File: config.mk
export PLATFORM = sky130hd
export DESIGN_NAME = rep_move_seq
export DESIGN_NICKNAME = d
export VERILOG_FILES = /design/src/rtl/rep_move_pkg.sv /design/src/rtl/rm_arch_regs.sv /design/src/rtl/rm_ctrl.sv /design/src/rtl/rep_move_seq.sv
export SDC_FILE = /design/constraint.sdc
export NUM_CORES = 1
export LEC_CHECK = 0
export BUFFER_PORTS_ARGS = -buffer_cell sky130_fd_sc_hd__buf_4
export CAP_MARGIN = 15
export CORE_AREA = 2 2 81 83
export DETAILED_ROUTE_END_ITERATION = 8
export DIE_AREA = 0 0 83 85
export HOLD_SLACK_MARGIN = 0.02
export PLACE_DENSITY = 0.79
export SYNTH_ARGS = -nofsm -noshare
export SYNTH_HDL_FRONTEND = slang
export SYNTH_SLANG_ARGS = --single-unit
File: constraint.sdc
create_clock -name clk -period 2.4 [get_ports clk]
set_input_delay 0.36 -clock clk [delete_from_list [all_inputs] [get_ports clk]]
set_output_delay 0.36 -clock clk [all_outputs]
set_load 0.005 [all_outputs]
File: src/rtl/rep_move_pkg.sv
package rep_move_pkg;

    typedef enum logic [1:0] {
        PH_IDLE  = 2'd0,
        PH_BOUND = 2'd1,
        PH_READ  = 2'd2,
        PH_WRITE = 2'd3
    } rm_phase_e;

    // the move instruction follows the repeat op; completion skips both
    localparam int unsigned RM_SKIP = 2;

    function automatic logic [31:0] rm_resume(input logic [31:0] pc, input logic fin);
        return fin ? pc + RM_SKIP : pc;
    endfunction

endpackage

File: src/rtl/rm_arch_regs.sv
module rm_arch_regs #(
    parameter int CW = 8,
    parameter int AW = 8,
    parameter int PW = 12
) (
    input  logic          clk,
    input  logic          rst,
    input  logic          idle,
    input  logic          cnt_wr,
    input  logic [CW-1:0] cnt_din,
    input  logic          ptr_wr,
    input  logic [AW-1:0] src_din,
    input  logic [AW-1:0] dst_din,
    input  logic          go,
    input  logic [PW-1:0] op_pc,
    input  logic          step,
    output logic [CW-1:0] cnt,
    output logic [AW-1:0] src,
    output logic [AW-1:0] dst,
    output logic [PW-1:0] pc
);

    always_ff @(posedge clk) begin
        if (rst) begin
            cnt <= '0;
            src <= '0;
            dst <= '0;
            pc  <= '0;
        end else if (idle) begin
            if (cnt_wr) cnt <= cnt_din;
            if (ptr_wr) begin
                src <= src_din;
                dst <= dst_din;
            end
            if (go) pc <= op_pc;
        end else if (step) begin
            cnt <= cnt - CW'(1);
            src <= src + AW'(1);
            dst <= dst + AW'(1);
        end
    end

    AST_CNT_STEP: assert property (@(posedge clk) disable iff (rst)
        step |=> cnt == $past(cnt) - CW'(1));
    AST_PTR_STEP: assert property (@(posedge clk) disable iff (rst)
        step |=> (src == $past(src) + AW'(1)) && (dst == $past(dst) + AW'(1)));
    AST_BUSY_FROZEN: assert property (@(posedge clk) disable iff (rst)
        (!idle && !step) |=> $stable(cnt) && $stable(src) && $stable(dst));

endmodule

File: src/rtl/rm_ctrl.sv
module rm_ctrl
    import rep_move_pkg::*;
#(
    parameter int AW = 8,
    parameter int DW = 16
) (
    input  logic          clk,
    input  logic          rst,
    input  logic          go,
    input  logic          irq_req,
    input  logic          cnt_zero,
    input  logic [AW-1:0] src,
    input  logic [AW-1:0] dst,
    input  logic [DW-1:0] mem_rdata,
    input  logic          mem_ready,
    output logic          idle,
    output logic          step,
    output logic          fin,
    output logic          take,
    output logic          mem_req,
    output logic          mem_we,
    output logic [AW-1:0] mem_addr,
    output logic [DW-1:0] mem_wdata
);

    rm_phase_e ph;
    logic [DW-1:0] hold_q;

    always_ff @(posedge clk) begin
        if (rst) begin
            ph     <= PH_IDLE;
            hold_q <= '0;
        end else begin
            unique case (ph)
                PH_IDLE:  if (go) ph <= PH_BOUND;
                PH_BOUND: begin
                    if (cnt_zero || irq_req) ph <= PH_IDLE;
                    else                     ph <= PH_READ;
                end
                PH_READ: if (mem_ready) begin
                    hold_q <= mem_rdata;
                    ph     <= PH_WRITE;
                end
                PH_WRITE: if (mem_ready) ph <= PH_BOUND;
                default:  ph <= PH_IDLE;
            endcase
        end
    end

    always_comb begin
        idle      = (ph == PH_IDLE);
        fin       = (ph == PH_BOUND) && cnt_zero;
        take      = (ph == PH_BOUND) && !cnt_zero && irq_req;
        mem_req   = (ph == PH_READ) || (ph == PH_WRITE);
        mem_we    = (ph == PH_WRITE);
        mem_addr  = mem_we ? dst : src;
        mem_wdata = hold_q;
        step      = (ph == PH_WRITE) && mem_ready;
    end

    AST_REQ_HELD: assert property (@(posedge clk) disable iff (rst)
        (mem_req && !mem_ready) |=> mem_req && $stable(mem_we) && $stable(mem_addr) && $stable(mem_wdata));
    AST_TAKE_IDLES: assert property (@(posedge clk) disable iff (rst)
        take |=> idle);
    AST_FIN_IDLES: assert property (@(posedge clk) disable iff (rst)
        fin |=> idle);
    AST_READ_THEN_WRITE: assert property (@(posedge clk) disable iff (rst)
        (mem_req && !mem_we && mem_ready) |=> mem_req && mem_we);
    AST_ONE_EXIT: assert property (@(posedge clk) disable iff (rst)
        !(fin && take));

endmodule

File: src/rtl/rep_move_seq.sv
module rep_move_seq
    import rep_move_pkg::*;
#(
    parameter int AW = 8,
    parameter int DW = 16,
    parameter int CW = 8,
    parameter int PW = 12
) (
    input  logic          clk,
    input  logic          rst,
    input  logic          cnt_wr,
    input  logic [CW-1:0] cnt_din,
    input  logic          ptr_wr,
    input  logic [AW-1:0] src_din,
    input  logic [AW-1:0] dst_din,
    input  logic          go,
    input  logic [PW-1:0] op_pc,
    input  logic          irq_req,
    output logic          irq_take,
    output logic          done,
    output logic [PW-1:0] ret_pc,
    output logic          busy,
    output logic [CW-1:0] cnt_q,
    output logic [AW-1:0] src_q,
    output logic [AW-1:0] dst_q,
    output logic          mem_req,
    output logic          mem_we,
    output logic [AW-1:0] mem_addr,
    output logic [DW-1:0] mem_wdata,
    input  logic [DW-1:0] mem_rdata,
    input  logic          mem_ready
);

    logic          idle, step, fin, take;
    logic [PW-1:0] pc;
    logic [31:0]   pc_wide;

    rm_arch_regs #(.CW(CW), .AW(AW), .PW(PW)) u_regs (
        .clk     (clk),
        .rst     (rst),
        .idle    (idle),
        .cnt_wr  (cnt_wr),
        .cnt_din (cnt_din),
        .ptr_wr  (ptr_wr),
        .src_din (src_din),
        .dst_din (dst_din),
        .go      (go),
        .op_pc   (op_pc),
        .step    (step),
        .cnt     (cnt_q),
        .src     (src_q),
        .dst     (dst_q),
        .pc      (pc)
    );

    rm_ctrl #(.AW(AW), .DW(DW)) u_ctrl (
        .clk       (clk),
        .rst       (rst),
        .go        (go),
        .irq_req   (irq_req),
        .cnt_zero  (cnt_q == '0),
        .src       (src_q),
        .dst       (dst_q),
        .mem_rdata (mem_rdata),
        .mem_ready (mem_ready),
        .idle      (idle),
        .step      (step),
        .fin       (fin),
        .take      (take),
        .mem_req   (mem_req),
        .mem_we    (mem_we),
        .mem_addr  (mem_addr),
        .mem_wdata (mem_wdata)
    );

    assign pc_wide  = rm_resume(32'(pc), fin);
    assign ret_pc   = pc_wide[PW-1:0];
    assign busy     = !idle;
    assign done     = fin;
    assign irq_take = take;

    AST_DONE_AT_ZERO: assert property (@(posedge clk) disable iff (rst)
        done |-> cnt_q == '0);
    AST_NO_REQ_IDLE: assert property (@(posedge clk) disable iff (rst)
        !busy |-> !mem_req);

endmodule

* After elaboration in Yosys (flattened, before gate mapping)
Index checks and enable logic that the tools add are counted.
** Storage, ports and cells
- Output and inout port bits :: 65
- Bits of input ports :: 59
- Bits in registers :: 54
** Cells by class
- Mux-type cells :: 16
- Reductions and logical operators :: 16
- $add $sub $neg :: 4
- Equal/unequal tests :: 8
** Operator list (number)
- 8-bit 2-to-1 mux :: 10
- 8-bit by 1-bit adder with 8-bit output (second input constant) :: 2
- 12-bit by 2-bit adder with 12-bit output (second input constant) :: 1
- 12-bit 2-to-1 mux :: 1
- 8-bit logical NOT :: 1
- 2-bit 2-to-1 mux :: 4
- 2-bit != test (second input constant) :: 4
- 2-bit one-hot mux with 4 select lines :: 1
- 2-bit AND reduction :: 4
- 8-bit by 1-bit subtractor with 8-bit output (second input constant) :: 1
- 2-bit equality test (second input constant) :: 2
- 1-bit logical AND :: 4
- 3-bit AND reduction :: 1
- 2-bit by 1-bit equality test with 1-bit output (second input constant) :: 1
- 1-bit logical NOT :: 2
- 2-bit logical NOT :: 1
- 1-bit logical OR :: 2
- 2-bit by 1-bit != test with 1-bit output (second input constant) :: 1
- 2-bit nonzero test :: 1

* Depth between registers and ports, before layout
Gate-level depths: netlist (run 1).
- Depth in word-level cells :: 4
- Mapped depth :: 8
- Mapped depth without buffers :: 6

* Modules after synthesis
From an unflattened synthesis (run 1), not the netlist that was laid out.
** Unflattened totals
- Cells, all modules :: 355
- Area total of the unflattened synthesis :: 2977.9 µm²
** Modules (own cells, without submodules)
- rm_arch_regs :: instances 1, area each 1835.5 µm², cells each 219, seq. area each 720.7 µm²
- rm_ctrl :: instances 1, area each 895.9 µm², cells each 104, seq. area each 360.3 µm²
- rep_move_seq :: instances 1, area each 246.5 µm², cells each 32, seq. area each 0.0 µm²

* Least setup slack after synthesis (run 1)
Ideal clock, no wire load.
- Kind :: register -> output
- Start :: register u_regs.cnt[0]
- End :: output ret_pc[4]
- Arrival time :: 1.840 ns
- Setup slack :: 0.200 ns
- Cell stages (with the launch flop) :: 8
- Path through :: dfxtp_1 > inv_1 > ha_1 > or4b_4 > and4bb_2 > buf_4 > nand4_1 > xnor2_1
** Between the ends
- Cells in the longest elaborated chain, start to end :: 3
** RTL lines
- from (decl) :: line rm_arch_regs.sv:17 : output logic [CW-1:0] cnt,
- from (signal assigned) :: line rm_arch_regs.sv:30 : if (cnt_wr) cnt <= cnt_din;
- from (signal assigned) :: line rm_arch_regs.sv:37 : cnt <= cnt - CW'(1);
- 8-bit logical NOT :: line rep_move_seq.sv:61 : .cnt_zero (cnt_q == '0),
- 1-bit logical AND :: line rm_ctrl.sv:52 : fin = (ph == PH_BOUND) && cnt_zero;
- net done :: line rep_move_seq.sv:20 : output logic done,
- 12-bit 2-to-1 mux :: line rep_move_pkg.sv:14 : return fin ? pc + RM_SKIP : pc;
- to (decl) :: line rep_move_seq.sv:21 : output logic [PW-1:0] ret_pc,
The timed path passes the listed nets, and every way through them passes these cells.

* Final worst setup path (run 1)
- Start :: register u_regs.cnt[1]
- End :: output ret_pc[4]
** Between the ends
- Cells in the longest elaborated chain, start to end :: 3
** RTL lines (line)
- 8-bit logical NOT :: rep_move_seq.sv:61
- 1-bit logical AND :: rm_ctrl.sv:52
- 12-bit 2-to-1 mux :: rep_move_pkg.sv:14
Every way passes these cells.

==> impl_summary.txt, run 1 <==
----------------------------------------------------
[Clocking]
  H-Tree Depth ... 2
  CTS tree ... done
  Deepest clock path buffer count ... 2
  Clock-pin transition on the worst setup and hold timing paths ... 100 ps
  Clk Tree Root Cell ... sky130_fd_sc_hd__clkbuf_8
  Num CTS Buffers ... 5
  CTS Sinks ... 54
  Clk Latency, worst-skew pair ... 310 ps

[Timing]
  Final period utilization ... 1.064
  Remaining max-slew budget at the tightest pin ... 0.5752
  Final clock skew ... 7.289 ps
  Total negative slack for setup checks ... -1290 ps
  Slew at the pin closest to its max-slew limit ... 634.8 ps
  Unrepaired setup endpoints after global routing ... true
  Setup slack after layout ... -154.4 ps
  Final Critical Period ... 2554 ps
  Fin Hold WS ... 291.7 ps
  Upper clock frequency limit ... 0.3915 GHz
  Hold Fails Final Rpt ... 0
  Final Max Slew Viols ... 0
  Count of endpoints failing setup in the final report ... 12

[Synth]
  Nets in the synthesized netlist ... 440
  Number of library cell types mapped by synthesis ... 49
  Proportion of synthesized chip area in sequential cells ... 0.3753
  Prevailing post-synth register cell ... sky130_fd_sc_hd__dfxtp_1
  Fraction of synthesized cell area taken by the top area cell type ... 0.3753
  Yosys warnings ... 0
  Leading area contributor after synthesis ... sky130_fd_sc_hd__dfxtp_1
  Synth Instances ... 372
  Area of the mapped netlist ... 2880 um^2
  List of most frequent post-synthesis cells ... sky130_fd_sc_hd__nand2_1 (80), sky130_fd_sc_hd__dfxtp_1 (54), sky130_fd_sc_hd__a21oi_1 (46), sky130_fd_sc_hd__nor2_1 (25), sky130_fd_sc_hd__clkbuf_1 (16)
  Async set-reset flop share out of synthesis ... 0
  Number of enable flip-flop cells after synthesis ... 0
  Most frequently used cell type in the post-synthesis netlist ... sky130_fd_sc_hd__nand2_1
  Syn_area_per_cell ... 7.743 um^2
  Leading post-synthesis cells by cell area ... sky130_fd_sc_hd__dfxtp_1 (38%), sky130_fd_sc_hd__nand2_1 (10%), sky130_fd_sc_hd__a21oi_1 (8.0%), sky130_fd_sc_hd__ha_1 (3.9%), sky130_fd_sc_hd__xnor2_1 (3.3%)
  Synth Register Bits ... 54

[Setup path]
  CP startpoint kind ... register
  CP cell instances ... inv_2 -> ha_4 -> or4b_4 -> and4bb_4 -> buf_6 -> nand4_1 -> xnor2_1 -> buf_4
  Max Fanout on Critical Path ... 6
  Buffers plus inverters on the worst setup path ... 3
  Critical path endpoint category ... output pin
  Worst reg2reg path depth ... 7
  Slowest cell delay on critical path ... 460 ps
  Crit-path slowest cell ... sky130_fd_sc_hd__or4b_4
  Type of the worst setup path ... reg2out
  Register-to-register setup slack ... 250 ps
  CP required ... 2040 ps
  Family with the most delay on the worst path ... simple AND/OR/NAND/NOR gates
  Worst endpoint data arrival time ... 2190 ps
  Crit path depth ... 8

[Hold path]
  Hold crit path type ... in2reg
  Worst hold path cell count ... 3

[Routing]
  Routed Antenna Nets ... 0
  Via count ... 3247
  Remaining DRCs ... 0
  Vias per inst ... 5.677
  Drt wl/cell ... 15.41 um
  Violation count after the first detailed-route iteration ... 234
  Router iterations before antenna repair ... 5
  Total routed wirelength ... 8815 um

[Placement]
  Placed instance area ... 3861 um^2
  HPWL Detailed ... 6325 um
  Count of buffers from port buffering ... 123
  Placement-stage worst setup slack ... 41.18 ps
  Routability congestion estimate ... 0.8764

[Pwr]
  Reported leakage power ... 1.784 nW
  Combinational fraction of design power ... 0.287
  Switching Share ... 0.3083
  Sw power ... 0.0006640 W
  Clock share of power ... 0.232
  Pwr dens ... 531.9 nW/um^2
  Flop pwr share ... 0.481
  Highest ir drop seen on vdd ... 0.3253 mV
  Internal power of the cells ... 0.001490 W

[Layout]
  Fin area ... 4049 um^2
  Diodes inserted ... 0
  Number of nets in the finished design ... 563
  Area delta synth->final ... 40.57%
  Ratio of cells with drive above 1 in the final layout ... 0.3354

[Die]
  Area of the core region ... 6205 um^2
  Y dimension of the die ... 85 um
  Chip Width ... 83 um
  Effective utilization at floorplan ... 0.4642
  IO Pins ... 124
  Row Count ... 29
  Full die area ... 7055 um^2

[Run]
  Maximum Capacitance Violations ... 0

[Global routing]
  Antenna violations before repair ... 0
  Maximum number of pins on one net before global-route repair ... 57
  Number of global-route vias before repair ... 2957
  Gr ovfl total ... 0
  Total GRT Usage ... 0.2446
  Wire length of the first global-routing pass ... 14360 um

[Run status]
  Status ... finished, violations left
  Failing checks ... setup timing

----------------------------------------------------
kinds of logic after synthesis:
group / count (synthesis) / synth area share
mux: 10 / 0.03823
simple gates: 163 / 0.2689
flops: 54 / 0.3753
fa+ha+maj: 9 / 0.03910
compound gates: 93 / 0.1985
xor+xnor: 12 / 0.03649
buf+inv: 31 / 0.04344
worst reg2reg max path: cells and delay by family (launching register included):
kind | cells | cell delay (ps)
adder cells (fa/ha/maj) | 1 | 250
AO/OA/AOI/OAI | 2 | 370
AND/OR/NAND/NOR | 2 | 740
flip-flops | 1 | 430
buffers and inverters | 2 | 310
final cells by class:
class,instances,area [um^2]
Inverter,9,33.78
Timing Repair Buffer,138,1047
Fill cell,519,2156
Clock buffer,5,68.82
Tap cell,77,96.34
Clock inverter,2,13.76
Sequential cell,54,1084
Multi-Input combinational cell,287,1705
path summary, 6_finish.rpt:
| kind | endpoint | startpoint |
|---|---|---|
| setup / recovery | ret_pc[4] | u_regs.cnt[1]$_SDFFE_PP0P_ |
| hold / removal | u_regs.pc[8]$_SDFFE_PP0P_ | op_pc[8] |
| setup reg to reg | u_regs.src[3]$_SDFFE_PP0P_ | u_ctrl.ph[0]$_SDFFE_PP0P_ |
| hold reg to reg | u_ctrl.mem_wdata[12]$_SDFFE_PP0P_ | u_ctrl.mem_wdata[12]$_SDFFE_PP0P_ |
state kept, by name, summed over array words and instances (netlist names):
name and cells:
u_regs.cnt 8, u_ctrl.ph 2, u_regs.dst 8, u_regs.src 8, u_ctrl.mem_wdata 16, u_regs.pc 12
stage by stage:
stage          instances  power (W)    util
3_3_place_gp         557   0.001600  0.6223
5_1_grt              572   0.002277  0.6526
6_report             572   0.002154  0.6526
2_1_floorplan        372   0.001334       -
3_5_place_dp         557   0.001615  0.6223
4_1_cts              570   0.002145  0.6481
layout by cell type, fill, tap and decap left out, types with 5 or more instances in the layout:
master	count
sky130_fd_sc_hd__xnor2_1	10
sky130_fd_sc_hd__mux2_2	7
sky130_fd_sc_hd__nand4_1	10
sky130_fd_sc_hd__ha_1	8
sky130_fd_sc_hd__nor2_1	25
sky130_fd_sc_hd__a211oi_1	8
sky130_fd_sc_hd__nor3_1	6
sky130_fd_sc_hd__clkbuf_8	5
sky130_fd_sc_hd__dfxtp_1	52
sky130_fd_sc_hd__and2_1	6
sky130_fd_sc_hd__o21ai_0	13
sky130_fd_sc_hd__nand3_1	8
sky130_fd_sc_hd__and3_1	6
sky130_fd_sc_hd__nand2_1	80
sky130_fd_sc_hd__inv_1	7
sky130_fd_sc_hd__a21oi_1	46
sky130_fd_sc_hd__buf_4	135
layer usage:
layer	part of all wire	wire length, um	up-vias	global-route usage
li1	-	-	1557	-
met1	0.43	3753	1536	0.3317
met2	0.49	4308	139	0.4054
met3	0.070	619	15	0.04767
met4	0.015	134	0	0.05663
met5	0	0	-	0
power groups by stage:
stage | combinational (W) | sequential (W) | clock (W)
global route | 0.000681 | 0.00105 | 0.000550
floorplan | 0.000300 | 0.00103 | 0
finish | 0.000618 | 0.00104 | 0.000499
detailed placement | 0.000563 | 0.00105 | 0
global placement | 0.000551 | 0.00105 | 0
CTS | 0.000601 | 0.00103 | 0.000511
timing repair:
| item | 4_1_cts | 5_1_grt |
|---|---|---|
| setup buffers | 6 | 2 |
| pin swaps | 3 | 4 |
| gates resized for setup | 12 | 3 |
| cloned | 0 | 0 |
| hold buffers | 0 | 0 |
| endpoints found under the setup margin | 12 | 12 |
(Power assumes the default switching activity.)
==> run 2: changes to the inputs <==
CORE_AREA = 2 2 80 82   (was 2 2 81 83)
CTS_BUF_LIST = sky130_fd_sc_hd__clkbuf_8   (was not set)
DIE_AREA = 0 0 82 84   (was 0 0 83 85)
PLACE_DENSITY = 0.8   (was 0.79)
==> run 2 against run 1 <==
Against the previous run: the flow still finishes with violations (setup timing); core utilization increased by 2.3 points; clock skew increased by 3.0 ps; cell count increased by 0.70%; highest routed layer unchanged; largest power group unchanged; global-route usage increased by 0.47 points; first-iteration DRC count increased by 29%; sequential power about the same; wire length increased by 1.5%.
==> impl_summary.txt, run 2 (synthesized netlist as in run 1, its figures left out) <==
----------------------------------------------------
[Run status]
  Failing checks ... setup timing (unchanged)
  Status ... finished, violations left (unchanged)

[Clocking]
  CTS tree ... done (unchanged)
  Clock-pin transition on the worst setup and hold timing paths ... 110 ps (was 100 ps)
  Clk Latency, worst-skew pair ... 320 ps (was 310 ps)
  Hold-fix buffers at CTS ... 0 (unchanged)
  H-Tree Depth ... 2 (unchanged)
  CTS Sinks ... 54 (unchanged)
  Num CTS Buffers ... 5 (unchanged)
  Clk Tree Root Cell ... sky130_fd_sc_hd__clkbuf_8 (unchanged)
  Deepest clock path buffer count ... 2 (unchanged)

[Pwr]
  Power consumption ... 0.002317 W (was 0.002154 W)
  Highest ir drop seen on vdd ... 0.3020 mV (was 0.3253 mV)
  Pwr dens ... 562.3 nW/um^2 (was 531.9 nW/um^2)
  Reported leakage power ... 1.808 nW (was 1.784 nW)

[Placement]
  Placed instance area ... 3861 um^2 (unchanged)
  Total instance count after detailed placement ... 557 (unchanged)
  Routability congestion estimate ... 0.8809 (was 0.8764)
  Count of buffers from port buffering ... 123 (unchanged)
  HPWL Detailed ... 6284 um (was 6325 um)

[Global routing]
  Total GRT Usage ... 0.2493 (was 0.2446)
  Wire length of the first global-routing pass ... 13780 um (was 14360 um)
  Antenna violations before repair ... 0 (unchanged)
  Number of global-route vias before repair ... 2864 (was 2957)
  Gr ovfl total ... 0 (unchanged)
  Maximum number of pins on one net before global-route repair ... 57 (unchanged)

[Die]
  Area of the core region ... 6096 um^2 (was 6205 um^2)
  IO Pins ... 124 (unchanged)
  Effective utilization at floorplan ... 0.4725 (was 0.4642)
  Full die area ... 6888 um^2 (was 7055 um^2)
  Row Count ... 29 (unchanged)
  Y dimension of the die ... 84 um (was 85 um)
  Chip Width ... 82 um (was 83 um)

[Routing]
  Vias per inst ... 5.604 (was 5.677)
  Routed Antenna Nets ... 0 (unchanged)
  Via count ... 3228 (was 3247)
  Total routed wirelength ... 8943 um (was 8815 um)
  Remaining DRCs ... 0 (unchanged)
  Router iterations before antenna repair ... 6 (was 5)
  Drt wl/cell ... 15.53 um (was 15.41 um)
  Violation count after the first detailed-route iteration ... 303 (was 234)

[Layout]
  Fin area ... 4120 um^2 (was 4049 um^2)
  Most used cells in the layout excluding fill and tap cells ... sky130_fd_sc_hd__buf_4 (134), sky130_fd_sc_hd__nand2_1 (79), sky130_fd_sc_hd__dfxtp_1 (52), sky130_fd_sc_hd__a21oi_1 (46), sky130_fd_sc_hd__nor2_1 (25) (was sky130_fd_sc_hd__buf_4 (135), sky130_fd_sc_hd__nand2_1 (80), sky130_fd_sc_hd__dfxtp_1 (52), sky130_fd_sc_hd__a21oi_1 (46), sky130_fd_sc_hd__nor2_1 (25))
  Ratio of cells with drive above 1 in the final layout ... 0.3427 (was 0.3354)
  Area taken by flip-flops and latches ... 1084 um^2 (unchanged)
  Most common cell after layout, fill and taps aside ... sky130_fd_sc_hd__buf_4 (unchanged)
  Footprint of the multi-input gates ... 1705 um^2 (unchanged)
  Diodes inserted ... 0 (unchanged)
  Area delta synth->final ... 43.05% (was 40.57%)
  Fill cell count ... 512 (was 519)
  Max reg flops ... 16 (unchanged)
  Number of nets in the finished design ... 566 (was 563)
  Final standard cell count with taps included and fillers excluded ... 576 (was 572)

[Setup path]
  End of the worst register-to-register path ... u_regs.src[5]$_SDFFE_PP0P_ (was u_regs.src[3]$_SDFFE_PP0P_)
  Startpoint of the lowest-slack register-to-register path ... u_ctrl.ph[1]$_SDFFE_PP0P_ (was u_ctrl.ph[0]$_SDFFE_PP0P_)
  Max Fanout on Critical Path ... 3 (was 6)
  Critical Path End ... irq_take (was ret_pc[4])
  CP startpoint ... u_regs.cnt[1]$_SDFFE_PP0P_ (unchanged)
  Critical path endpoint category ... output pin (unchanged)
  Worst reg2reg path depth ... 7 (unchanged)
  Type of the worst setup path ... reg2out (unchanged)
  CP startpoint kind ... register (unchanged)
  Worst endpoint data arrival time ... 2220 ps (was 2190 ps)
  Register-to-register setup slack ... 220 ps (was 250 ps)
  CP required ... 2040 ps (about the same)

[Run]
  Maximum Capacitance Violations ... 0 (unchanged)

[Timing]
  Unrepaired setup endpoints after global routing ... true (unchanged)
  Setup slack after layout ... -175.3 ps (was -154.4 ps)
  Slew at the pin closest to its max-slew limit ... 629.1 ps (was 634.8 ps)
  Hold Fails Final Rpt ... 0 (unchanged)
  Upper clock frequency limit ... 0.3883 GHz (was 0.3915 GHz)
  Count of endpoints failing setup in the final report ... 12 (unchanged)
  Final Critical Period ... 2575 ps (was 2554 ps)
  Remaining max-slew budget at the tightest pin ... 0.5790 (was 0.5752)
  Fin Hold WS ... 271.5 ps (was 291.7 ps)
  Final clock skew ... 10.33 ps (was 7.289 ps)
  Final period utilization ... 1.073 (was 1.064)
  Final Max Slew Viols ... 0 (unchanged)

[Hold path]
  Hold crit path type ... in2reg (unchanged)

----------------------------------------------------
-- run 2: cell types whose count changed in the layout (fill, tap and decap cells not counted) --
cell and change:
sky130_fd_sc_hd__buf_4 -1, sky130_fd_sc_hd__and3_1 -1, sky130_fd_sc_hd__xnor2_1 +1, sky130_fd_sc_hd__clkinv_4 +1, sky130_fd_sc_hd__nand2_1 -1, sky130_fd_sc_hd__clkinv_2 -1
sky130_fd_sc_hd__and3_4 +1, sky130_fd_sc_hd__bufinv_16 +1, sky130_fd_sc_hd__xnor2_2 -1, sky130_fd_sc_hd__nand2_2 +1, sky130_fd_sc_hd__buf_6 +4
-- run 2: power by group --
part	switching (W)	internal [W]	total [W]
sequential	0.0000831	0.000954	0.00104
clock	0.000331	0.000317	0.000648
combinational	0.000287	0.000345	0.000631
-- run 2: critical path, cell delays in order, from the launching register on --
cell and delay, ps:
sky130_fd_sc_hd__dfxtp_2 340, sky130_fd_sc_hd__inv_2 70, sky130_fd_sc_hd__ha_4 120, sky130_fd_sc_hd__or4b_4 470
sky130_fd_sc_hd__buf_4 150, sky130_fd_sc_hd__or4_4 470, sky130_fd_sc_hd__and3_4 160, sky130_fd_sc_hd__buf_6 110
-- run 2: what timing repair did --
| item | CTS | global route |
|---|---|---|
| endpoints found under the hold margin | 0 | 0 |
| setup buffers | 6 | 6 |
| pin swaps | 4 | 6 |
| gates resized for setup | 14 | 6 |
| endpoints found under the setup margin | 12 | 13 |
-- run 2: stage by stage --
stage	setup WS, ps	TNS, ps	util
global route	-304.7	-2894	0.6759
finish	-175.3	-1793	0.6759
floorplan	199.6	0	-
CTS	-185.7	-1779	0.6667
detailed placement	29.15	0	0.6334
global placement	88.67	0	0.6334
-- run 2: how the worst min path moves through the flow --
stage	start	endpoint	slack, ps	cells after the start
floorplan	u_regs.pc[0]$_SDFFE_PP0P_	u_regs.pc[0]$_SDFFE_PP0P_	440	2
global placement	u_ctrl.mem_wdata[9]$_SDFFE_PP0P_	u_ctrl.mem_wdata[9]$_SDFFE_PP0P_	440	2
detailed placement	u_ctrl.mem_wdata[6]$_SDFFE_PP0P_	u_ctrl.mem_wdata[6]$_SDFFE_PP0P_	450	2
CTS	mem_rdata[3]	u_ctrl.mem_wdata[3]$_SDFFE_PP0P_	270	3
global route	mem_rdata[7]	u_ctrl.mem_wdata[7]$_SDFFE_PP0P_	270	3
finish	mem_rdata[4]	u_ctrl.mem_wdata[4]$_SDFFE_PP0P_	270	3
-- run 2: cell type report --
| class | instances | share of cell area |
|---|---|---|
| multi-input cells | 287 | 0.4139 |
| repair buffers | 141 | 0.2633 |
| flip-flops and latches | 54 | 0.2630 |
| well taps | 77 | 0.02338 |
| clock buffers | 5 | 0.01670 |
| clock inverters | 3 | 0.01154 |
| inverters | 9 | 0.008199 |
-- run 2: metal layers --
metal,track usage,part of all wire,vias to the layer above
li1,-,-,1567
met1,0.3432,0.42,1531
met2,0.3880,0.49,114
met3,0.04437,0.065,16
met4,0.08636,0.017,0
met5,0,0,-
==> run 3: changes to the inputs <==
clock period = 2.8 ns   (was 2.4 ns; I/O delays follow)
==> run 3 against run 2 <==
Against the previous run: the flow now finishes without violations; clock skew shrank 6.8 ps; largest cell class unchanged; largest power group unchanged; combinational power shrank 24%; register-to-register slack gained 440 ps; clock power shrank 33%; critical endpoint is now ret_pc[2].
==> impl_summary.txt, run 3 (synthesized netlist as in run 1, its figures left out) <==
----------------------------------------------------
[Timing]
  Slew at the pin closest to its max-slew limit ... 640.6 ps (was 629.1 ps)
  Remaining max-slew budget at the tightest pin ... 0.5714 (was 0.5790)
  Final Max Slew Viols ... 0 (unchanged)
  Unrepaired setup endpoints after global routing ... false (was true)
  Hold Fails Final Rpt ... 0 (unchanged)
  Final clock skew ... 3.550 ps (was 10.33 ps)
  Total negative slack for setup checks ... 0 ps (was -1793 ps)
  Final period utilization ... 0.9747
  Count of endpoints failing setup in the final report ... 0 (was 12)
  Final Critical Period ... 2729 ps
  Upper clock frequency limit ... 0.3664 GHz

[Clocking]
  Deepest clock path buffer count ... 2 (unchanged)
  Clk Latency, worst-skew pair ... 310 ps (was 320 ps)
  Num CTS Buffers ... 5 (unchanged)
  CTS Sinks ... 54 (unchanged)
  Clock-pin transition on the worst setup and hold timing paths ... 100 ps (was 110 ps)
  H-Tree Depth ... 2 (unchanged)
  Clk Tree Root Cell ... sky130_fd_sc_hd__clkbuf_8 (unchanged)
  CTS tree ... done (unchanged)

[Global routing]
  Number of global-route vias before repair ... 2736 (was 2864)
  Total GRT Usage ... 0.2437 (was 0.2493)
  Antenna violations before repair ... 0 (unchanged)
  Gr ovfl total ... 0 (unchanged)
  Maximum number of pins on one net before global-route repair ... 57 (unchanged)
  Wire length of the first global-routing pass ... 13500 um (was 13780 um)

[Run status]
  Status ... complete, no violations (was finished, violations left)

[Die]
  Full die area ... 6888 um^2 (unchanged)
  Chip Width ... 82 um (unchanged)
  Effective utilization at floorplan ... 0.4725 (unchanged)
  IO Pins ... 124 (unchanged)
  Row Count ... 29 (unchanged)
  Y dimension of the die ... 84 um (unchanged)
  Area of the core region ... 6096 um^2 (unchanged)

[Routing]
  Remaining DRCs ... 0 (unchanged)
  Total routed wirelength ... 8583 um (was 8943 um)
  Router iterations before antenna repair ... 4 (was 6)
  Drt wl/cell ... 15.25 um (was 15.53 um)
  Violation count after the first detailed-route iteration ... 251 (was 303)
  Routed Antenna Nets ... 0 (unchanged)
  Vias per inst ... 5.531 (was 5.604)
  Via count ... 3114 (was 3228)

[Pwr]
  Reported leakage power ... 1.723 nW (was 1.808 nW)
  Highest ir drop seen on vdd ... 0.2662 mV (was 0.3020 mV)
  Pwr dens ... 457.3 nW/um^2 (was 562.3 nW/um^2)

[Run]
  Maximum Capacitance Violations ... 0 (unchanged)

[Placement]
  HPWL Detailed ... 6103 um (was 6284 um)
  Routability congestion estimate ... 0.8918 (was 0.8809)
  Count of buffers from port buffering ... 123 (unchanged)

[Layout]
  Post-Route Utilization ... 0.6478 (was 0.6759)
  Most common cell after layout, fill and taps aside ... sky130_fd_sc_hd__buf_4 (unchanged)
  Max reg flops ... 16 (unchanged)
  Area taken by flip-flops and latches ... 1086 um^2 (was 1084 um^2)
  Number of nets in the finished design ... 553 (was 566)
  Diodes inserted ... 0 (unchanged)
  Area delta synth->final ... 37.10% (was 43.05%)
  Most used cells in the layout excluding fill and tap cells ... sky130_fd_sc_hd__buf_4 (127), sky130_fd_sc_hd__nand2_1 (80), sky130_fd_sc_hd__dfxtp_1 (52), sky130_fd_sc_hd__a21oi_1 (46), sky130_fd_sc_hd__nor2_1 (25) (was sky130_fd_sc_hd__buf_4 (134), sky130_fd_sc_hd__nand2_1 (79), sky130_fd_sc_hd__dfxtp_1 (52), sky130_fd_sc_hd__a21oi_1 (46), sky130_fd_sc_hd__nor2_1 (25))
  Footprint of the multi-input gates ... 1693 um^2 (was 1705 um^2)
  Ratio of cells with drive above 1 in the final layout ... 0.3128 (was 0.3427)
  Fill cell count ... 544 (was 512)

[Setup path]
  Max Fanout on Critical Path ... 6 (was 3)
  CP cell instances ... inv_1 -> ha_2 -> or4b_4 -> and4bb_4 -> mux2_2 -> buf_4 (was inv_2 -> ha_4 -> or4b_4 -> buf_4 -> or4_4 -> and3_4 -> buf_6)
  Worst reg2reg path depth ... 7 (unchanged)
  CP required ... 2380 ps (was 2040 ps)
  Type of the worst setup path ... reg2out (unchanged)
  CP startpoint kind ... register (unchanged)
  Crit-path slowest cell ... sky130_fd_sc_hd__or4b_4 (unchanged)
  Slowest cell delay on critical path ... 510 ps (was 470 ps)
  Worst endpoint data arrival time ... 2310 ps (was 2220 ps)
  Critical path endpoint category ... output pin (unchanged)

[Hold path]
  Worst hold path cell count ... 3 (unchanged)
  Hold crit path type ... in2reg (unchanged)

----------------------------------------------------
==> run 3: path summary, 6_finish.rpt <==
check	endpoint	slack [ps]	from
worst max-delay path	ret_pc[2]	70	u_regs.cnt[1]$_SDFFE_PP0P_
worst max register to register	u_regs.dst[2]$_SDFFE_PP0P_	660	u_ctrl.ph[0]$_SDFFE_PP0P_
worst min register to register	u_ctrl.mem_wdata[4]$_SDFFE_PP0P_	460	u_ctrl.mem_wdata[4]$_SDFFE_PP0P_
worst min-delay path	u_ctrl.mem_wdata[4]$_SDFFE_PP0P_	350	mem_rdata[4]
==> run 3: repair_timing <==
| action | in CTS | in global routing |
|---|---|---|
| endpoints found under the setup margin | 8 | 10 |
| hold buffers | 0 | 0 |
| resized for setup | 2 | 3 |
| cloned | 1 | 0 |
| setup buffers | 0 | 1 |
| pin swaps | 1 | 1 |
==> run 3: power breakdown <==
part	internal, W	switching, W	total, W
sequential	0.000817	0.0000748	0.000892
combinational	0.000253	0.000228	0.000481
clock	0.000174	0.000259	0.000432
==> run 3: metal layers <==
| layer | global-route usage | wire length [um] | up-vias |
|---|---|---|---|
| li1 | - | - | 1539 |
| met1 | 0.3464 | 3708 | 1460 |
| met2 | 0.3769 | 4098 | 106 |
| met3 | 0.04762 | 679 | 9 |
| met4 | 0.05909 | 97 | 0 |
| met5 | 0 | 0 | - |
==> run 3: per-stage QoR <==
stage | total power (W) | hold WS (ps) | area (um^2) | instances | setup WS (ps)
final | 0.001806 | 347.1 | 3949 | 563 | 70.95
after global routing | 0.001894 | 342.8 | 3949 | 563 | 0.7276
after CTS | 0.001798 | 343.9 | 3935 | 562 | 6.204
after detailed placement | 0.001369 | 449.3 | 3831 | 553 | 253.0
after global placement | 0.001360 | 442.7 | 3831 | 553 | 313.4
after floorplan | 0.001144 | 436.7 | 2880 | 372 | 539.6
==> run 3: layout make-up <==
class,count,share of cell area
Clock buffer,5,0.01743
Clock inverter,3,0.004436
Inverter,9,0.008555
Multi-Input combinational cell,288,0.4287
Sequential cell,54,0.2750
Tap cell,77,0.02440
Timing Repair Buffer,127,0.2414
==> run 3: worst max-delay path, delay by kind of cell, from the launching register on <==
family	cells	cell delay, ps
multiplexers	1	340
buffers and inverters	2	210
flip-flops	1	360
adder cells (fa/ha/maj)	1	180
AND/OR/NAND/NOR	2	900
